<file path="config.mk">
export PLATFORM = sky130hd
export DESIGN_NAME = pwm_shadow_timer
export DESIGN_NICKNAME = d
export VERILOG_FILES = /design/src/rtl/pst_pkg.sv /design/src/rtl/pst_counter.sv /design/src/rtl/pst_match_bank.sv /design/src/rtl/pst_pwm_out.sv /design/src/rtl/pwm_shadow_timer.sv
export SDC_FILE = /design/constraint.sdc
export NUM_CORES = 1
export LEC_CHECK = 0
export CORE_MARGIN = 3
export CORE_UTILIZATION = 59
export DETAILED_ROUTE_END_ITERATION = 7
export GPL_TIMING_DRIVEN = 0
export PLACE_DENSITY_LB_ADDON = 0.25
export SLEW_MARGIN = 20
export SYNTH_ARGS = -nofsm -noshare
export SYNTH_HDL_FRONTEND = slang
export SYNTH_SLANG_ARGS = --single-unit
export TNS_END_PERCENT = 30
</file>
<file path="constraint.sdc">
create_clock -name clk -period 2.4 [get_ports clk]
set_input_delay 0.6 -clock clk [delete_from_list [all_inputs] [get_ports clk]]
set_output_delay 0.6 -clock clk [all_outputs]
set_load 0.005 [all_outputs]
</file>
<file path="src/rtl/pst_pkg.sv">
package pst_pkg;
  localparam int CTL_RUN  = 0;
  localparam int CTL_HOLD = 1;
  localparam int CTL_MODE = 2;
  localparam int CTL_W    = 3;

  typedef struct packed {
    logic mode;
    logic hold;
    logic run;
  } ctl_t;
endpackage

</file>
<file path="src/rtl/pst_counter.sv">
module pst_counter #(
  parameter int CNT_W = 8
) (
  input  logic             clk,
  input  logic             rst_n,
  input  logic             run,
  input  logic             hold,
  input  logic             mode,
  input  logic [CNT_W-1:0] period,
  output logic [CNT_W-1:0] cnt,
  output logic             wrap,
  output logic             restart
);
  logic [CNT_W-1:0] start_val;

  assign start_val = {{(CNT_W-1){1'b0}}, mode};
  assign wrap      = run && !hold && (period != '0) && (cnt == period);
  assign restart   = wrap || hold;

  always_ff @(posedge clk or negedge rst_n) begin
    if (!rst_n) begin
      cnt <= '0;
    end else if (hold) begin
      cnt <= start_val;
    end else if (run) begin
      if (wrap) cnt <= start_val;
      else      cnt <= cnt + 1'b1;
    end
  end
endmodule

</file>
<file path="src/rtl/pst_match_bank.sv">
module pst_match_bank #(
  parameter int CNT_W   = 8,
  parameter int N_MATCH = 4,
  parameter int ADDR_W  = 3
) (
  input  logic                       clk,
  input  logic                       rst_n,
  input  logic                       wr_en,
  input  logic [ADDR_W-1:0]          wr_addr,
  input  logic [CNT_W-1:0]           wr_data,
  input  logic [N_MATCH-1:0]         le_set,
  input  logic                       mode,
  input  logic                       wrap,
  input  logic                       restart,
  output logic [N_MATCH*CNT_W-1:0]   sh_flat,
  output logic [N_MATCH-1:0]         le_q
);
  logic [N_MATCH-1:0] xfer;

  for (genvar i = 0; i < N_MATCH; i++) begin : g_ch
    logic [CNT_W-1:0] stage_q;
    logic [CNT_W-1:0] stage_n;
    logic [CNT_W-1:0] shadow_q;

    assign stage_n = (wr_en && (wr_addr == ADDR_W'(i))) ? wr_data : stage_q;
    assign xfer[i] = mode ? (wrap && le_q[i]) : restart;

    always_ff @(posedge clk or negedge rst_n) begin
      if (!rst_n) begin
        stage_q  <= '0;
        shadow_q <= '0;
      end else begin
        stage_q <= stage_n;
        if (xfer[i]) shadow_q <= stage_n;
      end
    end

    assign sh_flat[i*CNT_W +: CNT_W] = shadow_q;
  end

  always_ff @(posedge clk or negedge rst_n) begin
    if (!rst_n) le_q <= '0;
    else        le_q <= (le_q & ~((mode && wrap) ? le_q : '0)) | le_set;
  end
endmodule

</file>
<file path="src/rtl/pst_pwm_out.sv">
module pst_pwm_out #(
  parameter int CNT_W  = 8,
  parameter int N_DUTY = 3
) (
  input  logic [CNT_W-1:0]            cnt,
  input  logic [(N_DUTY+1)*CNT_W-1:0] sh_flat,
  output logic [N_DUTY-1:0]           pwm_out
);
  for (genvar j = 0; j < N_DUTY; j++) begin : g_out
    assign pwm_out[j] = cnt < sh_flat[(j+1)*CNT_W +: CNT_W];
  end
endmodule

</file>
<file path="src/rtl/pwm_shadow_timer.sv">
module pwm_shadow_timer #(
  parameter int CNT_W  = 8,
  parameter int N_DUTY = 3,
  localparam int N_MATCH = N_DUTY + 1,
  localparam int ADDR_W  = $clog2(N_DUTY + 3)
) (
  input  logic              clk,
  input  logic              rst_n,
  input  logic              wr_en,
  input  logic [ADDR_W-1:0] wr_addr,
  input  logic [CNT_W-1:0]  wr_data,
  output logic [CNT_W-1:0]  count,
  output logic [N_DUTY-1:0] pwm_out
);
  import pst_pkg::*;

  localparam logic [ADDR_W-1:0] ADDR_LE  = ADDR_W'(N_DUTY + 1);
  localparam logic [ADDR_W-1:0] ADDR_CTL = ADDR_W'(N_DUTY + 2);

  ctl_t                     ctl_q;
  logic                     wrap;
  logic                     restart;
  logic [N_MATCH*CNT_W-1:0] sh_flat;
  logic [N_MATCH-1:0]       le_q;
  logic [N_MATCH-1:0]       le_set;

  always_ff @(posedge clk or negedge rst_n) begin
    if (!rst_n)                             ctl_q <= '0;
    else if (wr_en && (wr_addr == ADDR_CTL)) ctl_q <= ctl_t'(wr_data[CTL_W-1:0]);
  end

  assign le_set = (wr_en && (wr_addr == ADDR_LE)) ? wr_data[N_MATCH-1:0] : '0;

  pst_counter #(.CNT_W(CNT_W)) u_cnt (
    .clk     (clk),
    .rst_n   (rst_n),
    .run     (ctl_q.run),
    .hold    (ctl_q.hold),
    .mode    (ctl_q.mode),
    .period  (sh_flat[CNT_W-1:0]),
    .cnt     (count),
    .wrap    (wrap),
    .restart (restart)
  );

  pst_match_bank #(.CNT_W(CNT_W), .N_MATCH(N_MATCH), .ADDR_W(ADDR_W)) u_bank (
    .clk     (clk),
    .rst_n   (rst_n),
    .wr_en   (wr_en),
    .wr_addr (wr_addr),
    .wr_data (wr_data),
    .le_set  (le_set),
    .mode    (ctl_q.mode),
    .wrap    (wrap),
    .restart (restart),
    .sh_flat (sh_flat),
    .le_q    (le_q)
  );

  pst_pwm_out #(.CNT_W(CNT_W), .N_DUTY(N_DUTY)) u_out (
    .cnt     (count),
    .sh_flat (sh_flat),
    .pwm_out (pwm_out)
  );
endmodule

</file>
Word-level counts from Yosys, hierarchy flattened
Cells that the tools add are included.
Operators by class
  reduce and logical (&&, ||, !) cells: 19
  multiplexer cells: 13
  bitwise logic cells: 3
  magnitude comparators: 3
  add/subtract/negate cells: 1
  equality and inequality tests: 6
Operator list (count)
  $mux 8: 7
  $lt 8x8->1: 3
  $logic_and 1x1->1: 14
  $add 8x1->8 const B: 1
  $eq 8x8->1: 1
  $mux 4: 2
  $reduce_bool 8->1: 1
  $eq 3x2->1 const B: 2
  $eq 3x3->1 const B: 2
  $and 4x4->4: 1
  $mux 1: 4
  $not 4->4: 1
  $or 4x4->4: 1
  $eq 3x1->1 const B: 1
  $logic_not 3->1: 1
  $reduce_bool 2->1: 1
  $logic_not 1->1: 1
  $logic_or 1x1->1: 1
Storage, ports and cells
  logic and storage cells: 58
  flip-flop bits (word level): 79
  input bits: 14

Longest topological paths before layout
Gate-level depths: netlist of the first run.
  word-level depth: 9
  gate-level depth with buffers: 7
  gate-level depth less buffers: 7

Hierarchy
Synthesis of the first run repeated with hierarchy kept, for this count alone.
Second synthesis, totals
  cells, all modules: 300
  area, all modules: 3839.9 um2
Modules (own cells, without submodules)
  pst_match_bank: instances 1, cells each 152, seq. area each 1701.6 um2, area an instance 2606.2 um2
  pst_counter: instances 1, cells each 58, seq. area each 200.2 um2, area an instance 530.5 um2
  pst_pwm_out: instances 1, cells each 78, seq. area each 0.0 um2, area an instance 521.8 um2
  pwm_shadow_timer: instances 1, cells each 12, seq. area each 75.1 um2, area an instance 181.4 um2

Least setup slack after synthesis of the first run
OpenSTA, ideal clock, no wires.
  path type: register to register
  from: reg u_cnt.cnt[6]
  to: reg u_bank.g_ch[0].shadow_q[0]
  cell stages (with the launch flop): 8
  data arrival time: 1.945 ns
  path buffers: 1
  library setup time: 0.125 ns
  clock period less this slack: 2.070 ns
  path slack: 0.330 ns
  cells stage by stage: dfrtp_1 > xor2_1 > a2111oi_0 > and3_1 > buf_4 > nand2_1 > a21oi_4 > mux2_2
Between the ends
  longest elaborated chain between the ends: 4
  elaborated cells between the ends (all ways): 5
RTL lines
  start, declared: RTL line pst_counter.sv:10  | output logic [CNT_W-1:0] cnt,
  start signal, assigned: RTL line pst_counter.sv:24  | cnt <= start_val;
  start signal, assigned: RTL line pst_counter.sv:26  | if (wrap) cnt <= start_val;
  start signal, assigned: RTL line pst_counter.sv:27  | else cnt <= cnt + 1'b1;
  $eq 8x8->1 (*): RTL line pst_counter.sv:17  | assign wrap = run && !hold && (period != '0) && (cnt == period);
  $logic_and 1x1->1 (*): RTL line pst_counter.sv:17
  $logic_or 1x1->1 / $logic_and 1x1->1 (equally long branches): RTL line pst_counter.sv:18, pst_match_bank.sv:26
  $mux 1 (*): RTL line pst_match_bank.sv:26  | assign xfer[i] = mode ? (wrap && le_q[i]) : restart;
  end signal, assigned: RTL line pst_match_bank.sv:34  | if (xfer[i]) shadow_q <= stage_n;
  end, declared: RTL line pst_match_bank.sv:23  | logic [CNT_W-1:0] shadow_q;
Every way passes the cells marked *; elsewhere a longest branch is shown, timed or not.
A chain may end at the register's enable or synchronous reset.

Worst setup path after layout of the first run
  from: reg u_cnt.cnt[1]
  to: out pwm_out[0]
Between the ends
  longest elaborated chain between the ends: 1
RTL lines
  $lt 8x8->1: RTL line pst_pwm_out.sv:10  | assign pwm_out[j] = cnt < sh_flat[(j+1)*CNT_W +: CNT_W];
  end, declared: RTL line pwm_shadow_timer.sv:13  | output logic [N_DUTY-1:0] pwm_out
No other way between the ends.

==> results of run 1 <==
## final cells by class
type	instances	area, um2
sequential	79	1979
fill	423	1567
multi-input combinational	181	1722
tap	75	93.84
timing repair buffer	30	319.1
clock inverter	6	108.9
buffer	5	26.28
inverter	22	82.58
clock buffer	10	127.6
## sequential cells by signal (all words and copies together), names as in the netlist
| name | flops |
|---|---|
| u_cnt.cnt | 8 |
| u_bank.g_ch.stage_q | 32 |
| ctl_q | 3 |
| u_bank.g_ch.shadow_q | 32 |
| u_bank.le_q | 4 |
## worst max-delay path, delay by kind of cell (launching register included)
kind	cells	cell delay (ps)
DFF	1	440
AOI/OAI and AO/OA	5	720
buffers and inverters	2	270
adders and majority gates	1	220
## cell usage after synthesis, drive strengths merged
master / n / area share (%)
a2111oi: 1 / 0.23
a21o: 9 / 1.8
a21oi: 11 / 2.7
a22o: 4 / 0.94
a31oi: 3 / 0.50
and3: 3 / 0.50
buf: 2 / 0.30
clkbuf: 3 / 0.30
dfrtp: 79 / 53
ha: 22 / 7.4
inv: 22 / 2.2
mux2: 67 / 20
nand2: 12 / 1.2
nand2b: 4 / 0.67
nand3: 2 / 0.27
nand4b: 2 / 0.47
nor2: 12 / 1.4
nor3: 3 / 0.67
nor3b: 3 / 0.74
nor4: 3 / 0.50
o21a: 1 / 0.20
o21ai: 3 / 0.40
o22a: 1 / 0.23
or2: 1 / 0.17
xnor2: 3 / 0.70
xor2: 11 / 2.6
## kinds of logic (layout without fill, tap and decap cells)
logic type | count (synthesis) | after routing | synth area share [%]
AO/OA/AOI/OAI | 33 | 33 | 6.987
XOR/XNOR | 14 | 14 | 3.277
adder cells (fa/ha/maj) | 22 | 22 | 7.355
buffers and inverters | 27 | 73 | 2.808
flip-flops | 79 | 79 | 52.83
multiplexers | 67 | 67 | 20.16
AND/OR/NAND/NOR | 45 | 45 | 6.586
## worst max path at each step
| stage | start | to | slack [ps] | depth (start not counted) |
|---|---|---|---|---|
| 2_1_floorplan | u_cnt.cnt[6] | u_bank.g_ch[0].shadow_q[0] | 330 | 7 |
| 3_3_place_gp | rst_n | u_bank.g_ch[1].shadow_q[5] | -1960 | 1 |
| 3_5_place_dp | u_cnt.cnt[1] | pwm_out[0] | -420 | 7 |
| 4_1_cts | u_cnt.cnt[1] | pwm_out[2] | -200 | 8 |
| 5_1_grt | u_cnt.cnt[1] | pwm_out[1] | -310 | 8 |
| 6_report | u_cnt.cnt[1] | pwm_out[0] | -200 | 8 |
## metal layers
layer  wire, um  part of all wire [%]
met5          0                     0
met4        143                   1.9
met3        370                   5.0
met2       3618                    49
met1       3269                    44
## what timing repair did
| action | 4_1_cts | 5_1_grt |
|---|---|---|
| endpoints found under the setup margin | 12 | 35 |
| gates cloned | 0 | 0 |
| pin swaps | 17 | 8 |
| gates resized for setup | 27 | 2 |
| setup buffers | 5 | 2 |
## stage by stage
stage / worst slack, ps / instance area, um2 / utilization [%]
2_1_floorplan: 330.3 / 3742 / -
4_1_cts: -200.0 / 4409 / 73.17
6_report: -201.5 / 4459 / 74.00
5_1_grt: -313.7 / 4459 / 74.00
3_3_place_gp: -1962 / 4056 / 67.32
3_5_place_dp: -422.4 / 4081 / 67.73
## where the power goes
| group | leakage [nW] | switching (mW) | internal (mW) |
|---|---|---|---|
| clock | 0.120 | 0.478 | 0.689 |
| combinational | 0.981 | 0.655 | 0.858 |
| sequential | 0.954 | 0.279 | 1.78 |
==> flow_metrics.tcl, run 1 <==
set metrics [dict create \
    fin_nets 364 \
    status "finished with violations" \
    yosysSeqAreaShare_pct 52.83 \
    clkLatencyLatePin_ps 350 \
    met3_usage_pct 6.436 \
    hold_class "in -> async" \
    drcViolationCount 0 \
    cp_slowest_stage_delay_ps 440 \
    post_synth_num_cell_types 32 \
    cts_tree "done" \
    final_max_slew_viol_count 0 \
    setup_tns_ps -535.2 \
    syn_to_final_growth_pct 19.16 \
    synth_area_per_cell_um2 13.04 \
    cpMostUsedCell "a21o_1" \
    cp_cell_sequence "buf_6 > ha_4 > a21o_1 > a21o_1 > a21oi_2 > o21ai_1 > a31oi_1 > buf_2" \
    final_common_cell "dfrtp_1" \
    avgViaCountPerCell 5.696 \
    grt_use_met2_pct 35.88 \
    drt-wirelength-per-cell_um 18.14 \
    p_total_mw 4.734 \
    hold_viol 0 \
    clk_pin_slew_ps 80 \
    die_h_um 85.64 \
    crit_slowest_cell "dfrtp_2" \
    relSlewSlack_pct 44.73 \
    setup_ws_ps -201.5 \
    gp_congestion 0.7819 \
    clockBufferDepth 2 \
    antennaDiodeCount 0 \
    drtPass1Iterations 4 \
    setup_viol 7 \
    hold_slack_ps 161.2 \
    top_usage_layer "met2" \
    synth_nets 323 \
    dp_hpwl_um 4827 \
    grt_pass1_vias 2388 \
    period_needed_ps 2602 \
    grt_setup_unrepaired "yes" \
    worstPathArrival_ps 2000 \
    path_max_fanout 3 \
    grt_use_met1_pct 28.54 \
    holdBufCountCts 0 \
    max_cap_viol_count 0 \
    grt_overflow 0 \
    synthCells 287 \
    root_buffer "clkbuf_8" \
    ys_warn_count 0 \
    required_ps 1800 \
    cts_buffers 9 \
    grt_usage_pct 22.05 \
    reg2regPathDepth 7 \
    fp.dieW_um 85.64 \
    violations "setup timing" \
    dieArea_um2 7334 \
    skew_ps 5.760 \
    grt_pass1_wl_um 12080 \
    p_per_area_nw_per_um2 1062 \
    port-buffer-count 22 \
    grt_max_degree 54 \
    fin_cells 408 \
    tightest_slew_ps 824.6 \
    ir_worst_vdd_uv 619.2 \
    antenna_found_initial 0 \
    rows 28 \
    place_inst 385 \
    mostFrequentLayoutCells "dfrtp_1, mux2_2, inv_1" \
    clock_sinks 79 \
    drtAntennaViolNets 0 \
    critPathCaptureType "primary output" \
    drt_iter0_markers 103 \
    timing.fmax_mhz 384.4 \
    drive_gt1_share_pct 32.73 \
    fin_crit_sh_pct 108.4 \
    syn-cell-area_um2 3742 \
    vias 2324 \
    initial_core_util_pct 62.11 \
    r2r_setup_slack_ps -10 \
    crit_path_start_kind "flop" \
    core-area_um2 6026 \
    leakage_nw 2.055 \
    r2r-end "u_bank.g_ch[1].shadow_q[6]" \
    wl_um 7400 \
    synth-seq-cells 79 \
    r2r-start "u_cnt.cnt[6]" \
    path_class "reg -> out" \
    io_pins 25 \
    htreeDepth 3 \
]
No activity file was read; power rests on OpenSTA's default activity.
==> inputs of run 2 (changes only) <==
--- a/config.mk
+++ b/config.mk
@@ -10,6 +10,7 @@
 export DETAILED_ROUTE_END_ITERATION = 7
 export GPL_TIMING_DRIVEN = 0
 export PLACE_DENSITY_LB_ADDON = 0.25
+export SETUP_SLACK_MARGIN = 0.15
 export SLEW_MARGIN = 20
 export SYNTH_ARGS = -nofsm -noshare
 export SYNTH_HDL_FRONTEND = slang
==> constraint.sdc (replaced) <==
create_clock -name clk -period 2.7 [get_ports clk]
set_input_delay 0.675 -clock clk [delete_from_list [all_inputs] [get_ports clk]]
set_output_delay 0.675 -clock clk [all_outputs]
set_load 0.005 [all_outputs]
==> run 2 against run 1 <==
Effect of this change: the flow now finishes without violations; hold slack improved by 73 ps; via count unchanged; first-iteration DRC count increased by 21%; flip-flop and latch count unchanged; non-clock buffer count decreased by 2; critical path type unchanged; sequential share of layout area increased by 0.50 points.
==> flow_metrics.tcl, run 2 (synthesis results as in run 1) <==
set metrics [dict create \
    max_cap_viol_count 0 \
    p_total_mw 4.172 \
    antenna_found_initial 0 \
    cts_buffers 9 \
    dp_hpwl_um 4827 \
    path_class "reg -> out" \
    fin_cells 406 \
    core-area_um2 6026 \
    final_max_slew_viol_count 0 \
    clockBufferDepth 2 \
    antennaDiodeCount 0 \
    drcViolationCount 0 \
    worstPathArrival_ps 1990 \
    drt_iter0_markers 125 \
    grt_pass1_vias 2394 \
    drtAntennaViolNets 0 \
    cts_tree "done" \
    wl_um 7281 \
    clock_sinks 79 \
    port-buffer-count 22 \
    grt_max_degree 54 \
    syn_to_final_growth_pct 17.82 \
    hold_viol 0 \
    ir_worst_vdd_uv 549.8 \
    reg_top3 "u_bank.g_ch.shadow_q x32, u_bank.g_ch.stage_q x32, u_cnt.cnt x8" \
    root_buffer "clkbuf_8" \
    setup_ws_ps 32.06 \
    hold_class "in -> async" \
    final_util_pct 73.17 \
    skew_ps 4.857 \
    final_common_cell "dfrtp_1" \
    avgViaCountPerCell 5.724 \
    fp.dieW_um 85.64 \
    holdBufCountCts 0 \
    vias 2324 \
    timing.fmax_mhz 374.8 \
    grt_pass1_wl_um 12070 \
    grt_usage_pct 22.03 \
    status "finished clean" \
    mostFrequentLayoutCells "dfrtp_1, mux2_2, inv_1" \
    place_inst 385 \
    drtPass1Iterations 4 \
    r2r-end "u_bank.g_ch[1].shadow_q[6]" \
    r2r_setup_slack_ps 280 \
    grt_overflow 0 \
    dieArea_um2 7334 \
    r2r-start "u_cnt.cnt[6]" \
    reg2regPathDepth 7 \
    path_max_fanout 3 \
    relSlewSlack_pct 46.46 \
    fin_nets 362 \
    clk_pin_slew_ps 80 \
    p_per_area_nw_per_um2 946.2 \
    drt-wirelength-per-cell_um 17.93 \
    clkLatencyLatePin_ps 350 \
    io_pins 25 \
    crit_path_start "u_cnt.cnt[1]" \
    crit_path_start_kind "flop" \
    tightest_slew_ps 798.7 \
    leakage_nw 2.035 \
    grt_setup_unrepaired "yes" \
    fin_crit_sh_pct 98.81 \
    required_ps 2030 \
    die_h_um 85.64 \
    initial_core_util_pct 62.11 \
    gp_congestion 0.7819 \
    pre_cts_ws_ps -197.4 \
    setup_tns_ps 0 \
    htreeDepth 3 \
    rows 28 \
    period_needed_ps 2668 \
    drive_gt1_share_pct 32.33 \
    critPathCaptureType "primary output" \
    setup_viol 0 \
]
==> run 2: changes by cell type in the layout (fill, tap and decap cells not counted) <==
| cell | previous run | this run |
|---|---|---|
| buf_12 | 2 | 0 |
| buf_4 | 3 | 4 |
| buf_6 | 4 | 3 |
| nor3_2 | 1 | 2 |
| nor3_4 | 1 | 0 |
==> run 2: what timing repair did <==
action | CTS | global route
endpoints found under the setup margin | 3 | 4
gates resized for setup | 26 | 1
pin swaps | 16 | 0
setup buffers | 5 | 0
==> run 2: final cells by class <==
cell class,count,area [um2]
fill,430,1617
sequential,79,1979
tap,75,93.84
multi-input combinational,181,1715
buffer,5,22.52
inverter,22,82.58
clock buffer,10,127.6
timing repair buffer,28,279.0
clock inverter,6,108.9
==> run 2: how the worst max path moves through the flow <==
stage	end
2_1_floorplan	pwm_out[2]
3_3_place_gp	u_bank.g_ch[1].shadow_q[5]
3_5_place_dp	pwm_out[0]
4_1_cts	pwm_out[2]
5_1_grt	pwm_out[1]
6_report	pwm_out[2]
==> run 2: per-stage QoR <==
step / hold WS [ps] / cell area (um2)
floorplan: 379.4 / 3742
global placement: 473.8 / 4056
detailed placement: 479.9 / 4081
CTS: 231.2 / 4403
global route: 229.2 / 4409
finish: 234.4 / 4409
==> run 2: critical path: stages (launching register included) <==
cell and delay (ps):
dfrtp_2 440, buf_6 130, ha_4 190, a21o_1 160, a21o_1 160, a21oi_2 170
o21ai_1 90, a31oi_1 160, buf_2 130
==> run 2: report_power, final <==
group / total, mW / internal [mW] / switching, mW
Sequential: 1.83 / 1.58 / 0.247
Combinational: 1.31 / 0.736 / 0.573
Clock: 1.04 / 0.613 / 0.425
Total: 4.17 / 2.93 / 1.25
==> run 2: metal layers <==
layer	global-route usage [%]	wire length (um)
met1	28.54	3245
met2	35.81	3512
met3	6.436	380
met4	7.194	143
met5	0	0
